[src/rtl/adc_seq_pkg.sv]
package adc_seq_pkg;

  typedef enum logic [1:0] {
    MODE_SINGLE = 2'd0,
    MODE_MULTI  = 2'd1,
    MODE_SCAN   = 2'd2,
    MODE_RSVD   = 2'd3
  } scan_mode_e;

  typedef enum logic [1:0] {
    SRC_SW  = 2'd0,
    SRC_TMR = 2'd1,
    SRC_EXT = 2'd2,
    SRC_OFF = 2'd3
  } start_src_e;

  // trial code for one decision: kept bits plus the bit under test
  function automatic logic [31:0] trial_code(input logic [31:0] kept, input logic [31:0] bitn);
    return kept | (32'd1 << bitn);
  endfunction

  // place a res-bit result at the top of an out_w-bit word
  function automatic logic [31:0] left_align(input logic [31:0] v, input logic [31:0] res,
                                             input logic [31:0] out_w);
    return v << (out_w - res);
  endfunction

  // channel number offset within a group, wrapping over nch inputs
  function automatic logic [31:0] wrap_chan(input logic [31:0] base, input logic [31:0] off,
                                            input logic [31:0] nch);
    return (base + off) % nch;
  endfunction

endpackage

[src/rtl/adc_start_sel.sv]
module adc_start_sel
  import adc_seq_pkg::*;
(
  input  logic [1:0] src,
  input  logic       sw_go,
  input  logic       tmr_go,
  input  logic       ext_go,
  output logic       fire
);
  always_comb begin
    case (start_src_e'(src))
      SRC_SW:  fire = sw_go;
      SRC_TMR: fire = tmr_go;
      SRC_EXT: fire = ext_go;
      default: fire = 1'b0;
    endcase
  end
endmodule

[src/rtl/adc_sar_core.sv]
module adc_sar_core
  import adc_seq_pkg::*;
#(
  parameter int RES         = 12,
  parameter int SAMPLE_CLKS = 4
) (
  input  logic           clk,
  input  logic           rst_n,
  input  logic           start,
  input  logic           abort,
  input  logic           cmp,
  output logic           sampling,
  output logic           last_bit,
  output logic [RES-1:0] code,
  output logic [RES-1:0] value
);
  localparam int BIT_W  = $clog2(RES);
  localparam int SCNT_W = $clog2(SAMPLE_CLKS + 1);

  typedef enum logic [1:0] {PH_IDLE, PH_SAMP, PH_CONV} phase_e;

  phase_e            phase;
  logic [SCNT_W-1:0] scnt;
  logic [BIT_W-1:0]  bitn;
  logic [RES-1:0]    kept;
  logic [RES-1:0]    trial;

  assign trial    = RES'(trial_code(32'(kept), 32'(bitn)));
  assign sampling = (phase == PH_SAMP);
  assign last_bit = (phase == PH_CONV) && (bitn == '0);
  assign code     = (phase == PH_CONV) ? trial : '0;
  assign value    = cmp ? trial : kept;

  always_ff @(posedge clk) begin
    if (!rst_n) begin
      phase <= PH_IDLE;
      scnt  <= '0;
      bitn  <= '0;
      kept  <= '0;
    end else if (abort) begin
      phase <= PH_IDLE;
    end else begin
      case (phase)
        PH_IDLE: if (start) begin
          phase <= PH_SAMP;
          scnt  <= '0;
          kept  <= '0;
        end
        PH_SAMP: if (scnt == SCNT_W'(SAMPLE_CLKS - 1)) begin
          phase <= PH_CONV;
          bitn  <= BIT_W'(RES - 1);
        end else begin
          scnt <= scnt + 1'b1;
        end
        PH_CONV: begin
          kept <= value;
          if (bitn == '0) begin
            if (start) begin
              phase <= PH_SAMP;
              scnt  <= '0;
              kept  <= '0;
            end else begin
              phase <= PH_IDLE;
            end
          end else begin
            bitn <= bitn - 1'b1;
          end
        end
        default: phase <= PH_IDLE;
      endcase
    end
  end
endmodule

[src/rtl/adc_result_bank.sv]
module adc_result_bank #(
  parameter int NCH   = 16,
  parameter int OUT_W = 16
) (
  input  logic                   clk,
  input  logic                   rst_n,
  input  logic                   we,
  input  logic [$clog2(NCH)-1:0] wsel,
  input  logic [OUT_W-1:0]       wdata,
  input  logic [$clog2(NCH)-1:0] rsel,
  output logic [OUT_W-1:0]       rdata
);
  logic [OUT_W-1:0] regs [NCH];

  for (genvar g = 0; g < NCH; g++) begin : g_chan
    always_ff @(posedge clk) begin
      if (!rst_n)
        regs[g] <= '0;
      else if (we && (wsel == $clog2(NCH)'(g)))
        regs[g] <= wdata;
    end
  end

  assign rdata = regs[rsel];
endmodule

[src/rtl/adc_seq_ctrl.sv]
module adc_seq_ctrl
  import adc_seq_pkg::*;
#(
  parameter int RES         = 12,
  parameter int NCH         = 16,
  parameter int SAMPLE_CLKS = 4,
  parameter int GRP_MAX     = 8,
  parameter int OUT_W       = 16,
  localparam int CH_W       = $clog2(NCH),
  localparam int LEN_W      = $clog2(GRP_MAX)
) (
  input  logic             clk,
  input  logic             rst_n,
  input  logic [1:0]       cfg_mode,
  input  logic [1:0]       cfg_src,
  input  logic [CH_W-1:0]  cfg_chan,
  input  logic [LEN_W-1:0] cfg_len,
  input  logic             go_set,
  input  logic             go_clr,
  input  logic             tmr_trig,
  input  logic             ext_trig,
  input  logic             cmp_in,
  output logic             samp_hold,
  output logic [CH_W-1:0]  mux_sel,
  output logic [RES-1:0]   dac_code,
  output logic             busy,
  output logic             eoc_irq,
  output logic             xfer_req,
  input  logic [CH_W-1:0]  rd_chan,
  output logic [OUT_W-1:0] rd_data
);
  scan_mode_e       mode_q;
  logic             run;
  logic [CH_W-1:0]  ch_q, base_q;
  logic [LEN_W-1:0] idx_q, len_q;
  logic             eoc_q;

  // named internal events
  logic             fire, accept, conv_done, pass_end, cont, core_start, core_abort;
  logic             last_bit;
  logic [RES-1:0]   conv_value;
  logic [OUT_W-1:0] wr_word;

  adc_start_sel u_src (
    .src(cfg_src), .sw_go(go_set), .tmr_go(tmr_trig), .ext_go(ext_trig), .fire(fire)
  );

  assign accept     = fire && !run;
  assign conv_done  = last_bit && run && !go_clr;
  assign pass_end   = (idx_q == len_q);
  assign cont       = conv_done && (!pass_end || (mode_q == MODE_SCAN));
  assign core_start = accept || cont;
  assign core_abort = go_clr && run;
  assign wr_word    = OUT_W'(left_align(32'(conv_value), 32'(RES), 32'(OUT_W)));

  adc_sar_core #(.RES(RES), .SAMPLE_CLKS(SAMPLE_CLKS)) u_core (
    .clk(clk), .rst_n(rst_n), .start(core_start), .abort(core_abort), .cmp(cmp_in),
    .sampling(samp_hold), .last_bit(last_bit), .code(dac_code), .value(conv_value)
  );

  adc_result_bank #(.NCH(NCH), .OUT_W(OUT_W)) u_bank (
    .clk(clk), .rst_n(rst_n), .we(conv_done), .wsel(ch_q), .wdata(wr_word),
    .rsel(rd_chan), .rdata(rd_data)
  );

  always_ff @(posedge clk) begin
    if (!rst_n) begin
      run    <= 1'b0;
      mode_q <= MODE_SINGLE;
      ch_q   <= '0;
      base_q <= '0;
      idx_q  <= '0;
      len_q  <= '0;
      eoc_q  <= 1'b0;
    end else begin
      eoc_q <= conv_done && pass_end;
      if (accept) begin
        run    <= 1'b1;
        mode_q <= scan_mode_e'(cfg_mode);
        ch_q   <= cfg_chan;
        base_q <= cfg_chan;
        idx_q  <= '0;
        len_q  <= (cfg_mode == MODE_MULTI || cfg_mode == MODE_SCAN) ? cfg_len : '0;
      end else if (core_abort) begin
        run <= 1'b0;
      end else if (conv_done) begin
        if (pass_end) begin
          if (mode_q == MODE_SCAN) begin
            ch_q  <= base_q;
            idx_q <= '0;
          end else begin
            run <= 1'b0;
          end
        end else begin
          ch_q  <= CH_W'(wrap_chan(32'(ch_q), 32'd1, 32'(NCH)));
          idx_q <= idx_q + 1'b1;
        end
      end
    end
  end

  assign mux_sel  = ch_q;
  assign busy     = run;
  assign eoc_irq  = eoc_q;
  assign xfer_req = eoc_q;
endmodule

[config.mk]
export PLATFORM = sky130hd
export DESIGN_NAME = adc_seq_ctrl
export DESIGN_NICKNAME = d
export VERILOG_FILES = /design/src/rtl/adc_seq_pkg.sv /design/src/rtl/adc_start_sel.sv /design/src/rtl/adc_sar_core.sv /design/src/rtl/adc_result_bank.sv /design/src/rtl/adc_seq_ctrl.sv
export SDC_FILE = /design/constraint.sdc
export NUM_CORES = 1
export LEC_CHECK = 0
export ABC_AREA = 1
export ABC_CLOCK_PERIOD_IN_PS = 3100
export BUFFER_PORTS_ARGS = -buffer_cell sky130_fd_sc_hd__buf_4
export CAP_MARGIN = 25
export CORE_MARGIN = 8
export CORE_UTILIZATION = 55
export DETAILED_ROUTE_END_ITERATION = 6
export PLACE_DENSITY = 0.74
export SYNTH_ARGS = -nofsm -noshare
export SYNTH_HDL_FRONTEND = slang
export SYNTH_SLANG_ARGS = --single-unit
[constraint.sdc]
create_clock -name clk -period 3.1 [get_ports clk]
set_input_delay 0.62 -clock clk [delete_from_list [all_inputs] [get_ports clk]]
set_output_delay 0.62 -clock clk [all_outputs]
set_load 0.01 [all_outputs]
-- After elaboration in Yosys (flattened, before gate mapping)
Memory sizes are Yosys's and may differ from the RTL's.
Cells that the tools add are included.
- register bits: 39
- latch bits: 0
- RAM bits: 192
- ROM bits: 0
- input port bits: 22
- output and inout bits: 36
- logic and storage cells: 214
- memories kept: 1
- memories (memory ; words ; bits a word ; rd ports ; clocked after memory_dff ; wr ports ; RTL line ; source):
    u_bank.regs ; 16 ; 12 ; 1 ; 0 ; 16 ; adc_result_bank.sv:13 ; logic [OUT_W-1:0] regs [NCH];
- add/sub/neg operators: 4
- multiply operators: 0
- div/mod/pow operators: 0
- order comparisons: 0
- equality and inequality tests: 33
- shift-type cells: 1
- multiplexer cells: 97
- bitwise logic cells: 19
- reduce and logical (&&, ||, !) cells: 48
- operators by type and width (operator ; count):
    $mux W12 ; 21
    $mux W1 ; 55
    $eq A4 B4 Y1 const B ; 8
    $mux W4 ; 7
    $pmux W12 S2 ; 1
    $logic_and A1 B1 Y1 ; 23
    $mux W3 ; 6
    $eq A4 B3 Y1 const B ; 4
    $or A1 B1 Y1 ; 16
    $reduce_and A3 Y1 ; 5
    $or A12 B12 Y12 ; 1
    $shl A1 B4 Y12 const A ; 1
    $ne A2 B2 Y1 const B ; 5
    $pmux W3 S3 ; 1
    $reduce_bool A3 Y1 ; 3
    $eq A2 B2 Y1 const B ; 4
    $eq A4 B2 Y1 const B ; 2
    $logic_not A4 Y1 ; 2
    $pmux W4 S2 ; 1
    $reduce_and A4 Y1 ; 2
    $add A3 B1 Y3 const B ; 2
    $eq A2 B1 Y1 const B ; 3
    $mux W2 ; 3
    $pmux W2 S3 ; 1
    15 further kinds ; 25

-- Logic depth before layout (Yosys ltp)
- depth in word-level cells: 9
- depth in mapped cells: 13
- mapped depth without buffers: 12

-- Cells and area by module
A second synthesis with hierarchy kept.
- cells, all modules: 1736
- area, all modules: 14632.8 µm²
- by module, submodules not included (module ; instances ; cells an instance ; area an instance (µm²) ; seq. area each (µm²)):
    adc_result_bank ; 1 ; 1398 ; 12340.6 ; 7687.4
    adc_sar_core ; 1 ; 201 ; 1312.5 ; 420.4
    adc_seq_ctrl ; 1 ; 131 ; 952.2 ; 360.3
    adc_start_sel ; 1 ; 6 ; 27.5 ; 0.0

-- Worst setup path after synthesis
OpenSTA, ideal clock, no wires.
- path kind: reg2reg
- from: register u_core.bitn[0]
- to: memory u_bank.regs[0][0] (netlist bit), enable pin
- setup time: 0.398 ns
- arrival: 2.063 ns
- data required time: 2.702 ns
- slack: 0.639 ns
- stages on the path, launching flop included: 9
- path buffers: 0
- period minus slack after synthesis: 2.461 ns
- cell sequence: dfxtp_1 -> inv_1 -> ha_1 -> nand3_2 -> inv_2 -> nand2_4 -> nor2_4 -> nand2_1 -> o21ai_0
- RTL lines (what ; RTL line ; source):
    from (decl) ; adc_sar_core.sv:24 ; logic [BIT_W-1:0] bitn;
    from (signal assigned) ; adc_sar_core.sv:51 ; bitn <= BIT_W'(RES - 1);
    from (signal assigned) ; adc_sar_core.sv:66 ; bitn <= bitn - 1'b1;
    to (decl) ; adc_result_bank.sv:13 ;

-- Final worst setup path
- from: input rd_chan[1]
- to: output rd_data[14]
- cells in the longest elaborated chain, start to end: 1
- RTL lines (what ; RTL line ; source):
    from (decl) ; adc_seq_ctrl.sv:29 ; input logic [CH_W-1:0] rd_chan,
    $mem_v2 Z16 W12 ; - ;
    to (decl) ; adc_seq_ctrl.sv:30 ; output logic [OUT_W-1:0] rd_data
No other way between the ends.

==> metrics.md <==
| Metric | Value |
|---|---|
| Status | `finished, final reports clean` |
| Synth warn | `0` |
| Routed WL | `28.2 mm` |
| Vias in the first global route | `7974` |
| Number of synthesized flops with an enable pin | `192` |
| Synth top area share | `52.7%` |
| FFs w/ async S/R, synth | `0%` |
| Clock share of power | `40.9%` |
| Fin crit period | `2.74 ns` |
| Cells along the critical path | `buf_4 > inv_1 > buf_4 > o211ai_1 > o211ai_1 > nand2_1 > buf_4` |
| Mapped Area | `0.0109 mm2` |
| Core Region | `0.0195 mm2` |
| Initial antenna violation count | `1` |
| Hold Crit Class | `in2reg` |
| Diodes inserted | `0` |
| IO Pins | `58` |
| Total power | `7.30 mW` |
| Total grt overflow | `0` |
| # rows | `51` |
| H-tree levels | `1` |
| RSZ-0062 raised after global routing | `no` |
| Seq/Total Area, Yosys | `59.8%` |
| DIE HEIGHT | `157 um` |
| CP arrival | `2.12 ns` |
| Dpl hpwl | `18.2 mm` |
| Final setup viols | `0` |
| Layout Nets | `1193` |
| Setup tns final | `0 ns` |
| Post-Synthesis Cells | `1123` |
| Leakage power | `4.81 nW` |
| Count of non-filler cells in the finished layout | `1442` |
| First-pass GRT wire length | `43.6 mm` |
| Final Hold Vio Count | `0` |
| Largest net degree at the start of global routing | `59` |
| Largest area contributor in the netlist | `edfxtp_1` |
| Vias per std cell | `5.71` |
| Psw | `1.80 mW` |
| CP delay by family, top | `buffers and inverters` |
| Sequential Power Share | `48.3%` |
| Port Buf Inserts | `53` |
| CP Capture Type | `primary output` |
| Initial Utilization | `56.1%` |
| # placed instances | `1397` |
| Routed len/inst | `19.5 um` |
| GPL Wtd Cong | `0.871` |
| Top area cells in the synthesized netlist | `edfxtp_1 (53%), nor2_1 (7.9%), dfxtp_1 (7.1%)` |
| Post-CTS Setup Inserts | `0` |
| CTS tree | `done` |
| Area growth syn-to-layout | `13.3%` |
| Slowest cell on the critical path | `inv_1` |
| CP Max Fanout | `17` |
| Hold Buf Count CTS | `0` |
| CTS root buf | `clkbuf_16` |
| Worst-margin pin slew | `0.840 ns` |
| DRC viols | `0` |
| Period Utilization, post-route | `88.4%` |
| Clock skew | `0.0196 ns` |
| Slew Viols, Final | `0` |
| CP Launch Type | `primary input` |
| Max-cap viol count | `0` |
| First-iteration detailed-routing DRC count | `1033` |
| Peak supply drop | `394 uV` |
| Switching Share | `24.7%` |
| Critical Path RT | `2.48 ns` |
| Clock Latency Late Sink | `0.52 ns` |
| Cts bufs inserted | `25` |
| Max Clk Rate | `0.365 GHz` |
| Buffers & Inverters on Critical Path | `4` |
| CTS Buffer Depth | `3` |
| Flip-flop and latch count after synthesis | `231` |
| DR vias | `8240` |
| Slew margin rel. | `43.9%` |
| DIE WIDTH | `157 um` |
| DRT antenna net count | `0` |
| Most used cell, CP | `buf_4` |
| Mapped Avg Cell Area | `9.75 um2` |
| Design internal power | `5.49 mW` |
| CTS resizes | `0` |
| Die footprint | `0.0247 mm2` |
| Clock-pin slew on the worst setup and hold paths | `0.06 ns` |
| Logic pwr share | `10.8%` |
| Clock sinks | `231` |
| Crit-path max cell delay | `0.39 ns` |
| Critical path type | `in2out` |
| Synth unique cells | `31` |
| Total GRT Usage | `22.8%` |
| PD cells | `588 mW/mm2` |
| Share of cells above drive strength 1 | `11.5%` |
| DRT Pass-1 Iters | `6` |
| Synth Flop Type | `edfxtp_1` |
[path summary, 6_finish.rpt]
kind	from	to	slack (ns)	depth (start not counted)
worst max-delay path	rd_chan[1]	rd_data[14]	0.36	7
worst min-delay path	cfg_chan[0]	base_q[0]	0.34	3
worst max register to register	u_core.bitn[0]	u_bank.regs[4][7]	0.48	10
worst min register to register	u_core.bitn[2]	u_core.bitn[2]	0.45	1
[stage by stage]
step           cell area, um2  setup WS (ns)  util [%]  hold slack, ns
4_1_cts                 12400          0.382      63.5           0.327
6_report                12400          0.359      63.5           0.338
3_5_place_dp            11600          0.388      59.3           0.432
3_3_place_gp            11600          0.421      59.3           0.426
5_1_grt                 12400          0.271      63.5           0.338
2_1_floorplan           11000          0.639         -           0.412
[routing by layer]
layer / GRT usage, % / part of all wire [%] / wire length [um] / vias to the layer above
met1: 29.9 / 40 / 11300 / 3905
li1: - / - / - / 3884
met4: 6.71 / 2.2 / 627 / 2
met5: 0 / 0.046 / 13 / -
met3: 4.94 / 9.8 / 2770 / 51
met2: 37.6 / 48 / 13500 / 398
[sequential cells by signal, summed over array words and instances, names as in the netlist]
name	count
u_bank.regs	192
idx_q	3
u_core.kept	12
u_core.phase	2
eoc_irq	1
busy	1
mux_sel	4
len_q	3
u_core.scnt	3
u_core.bitn	4
mode_q	2
base_q	4
[power by group through the flow]
stage | Combinational (mW) | Sequential (mW) | Clock, mW
after detailed placement | 0.776 | 3.59 | 0
after CTS | 0.780 | 3.53 | 3.01
after global placement | 0.761 | 3.59 | 0
final | 0.788 | 3.53 | 2.98
after floorplan | 0.495 | 3.58 | 0
after global routing | 0.859 | 3.54 | 3.14
[cell usage after synthesis, types with 3 or more instances]
cell type,n
clkbuf_1,36
a31oi_1,3
xnor2_1,3
edfxtp_1,192
buf_1,4
ha_1,12
nand2_1,89
inv_2,6
mux2i_1,48
nand3_1,50
dfxtp_1,39
nand3_2,3
buf_4,7
o21ai_0,96
inv_1,112
nor2_1,231
o22ai_1,3
a21oi_1,93
o211ai_1,49
buf_2,32
[final cells by class]
class	count	area [um2]
timing repair buffer	85	651
multi-input combinational	696	3600
clock buffer	34	679
clock inverter	11	144
sequential	231	6550
tap	265	332
inverter	120	450
fill	1607	7120
[worst reg2reg max path, stage by stage (launching register included)]
cell and delay, ns:
dfxtp_1 0.33, inv_1 0.16, ha_1 0.27, nand3_2 0.12, inv_2 0.10, nand2_4 0.06, nor2_4 0.19, nand2_1 0.26
inv_2 0.19, nand3_1 0.47, nor2_1 0.28
[logic make-up (layout without fill, tap and decap cells)]
kind of cell | after synthesis | after routing | share of synthesized area (%)
compound gates | 246 | 246 | 12.5
flops | 231 | 231 | 59.8
buf+inv | 199 | 250 | 7.43
fa+ha+maj | 12 | 12 | 1.37
simple gates | 381 | 381 | 14.1
mux | 48 | 48 | 4.39
xor+xnor | 5 | 5 | 0.400
other cells | 1 | 4 | 0.0342
[placed cells by master (no fill, tap or decap), types with 3 or more instances in the layout]
| master | instances |
|---|---|
| nand3_2 | 3 |
| xnor2_1 | 3 |
| o21ai_1 | 8 |
| a31oi_1 | 3 |
| nor2_1 | 231 |
| clkbuf_16 | 25 |
| bufinv_16 | 3 |
| o22ai_1 | 3 |
| ha_1 | 12 |
| clkbuf_1 | 7 |
| clkinv_1 | 4 |
| nand2_1 | 89 |
| o21ai_0 | 88 |
| edfxtp_1 | 192 |
| conb_1 | 4 |
| inv_2 | 6 |
| nand3_1 | 50 |
| a21oi_1 | 93 |
| inv_1 | 112 |
| o211ai_1 | 49 |
| buf_4 | 84 |
| mux2i_1 | 48 |
| dfxtp_1 | 39 |
(Power assumes the default switching activity.)
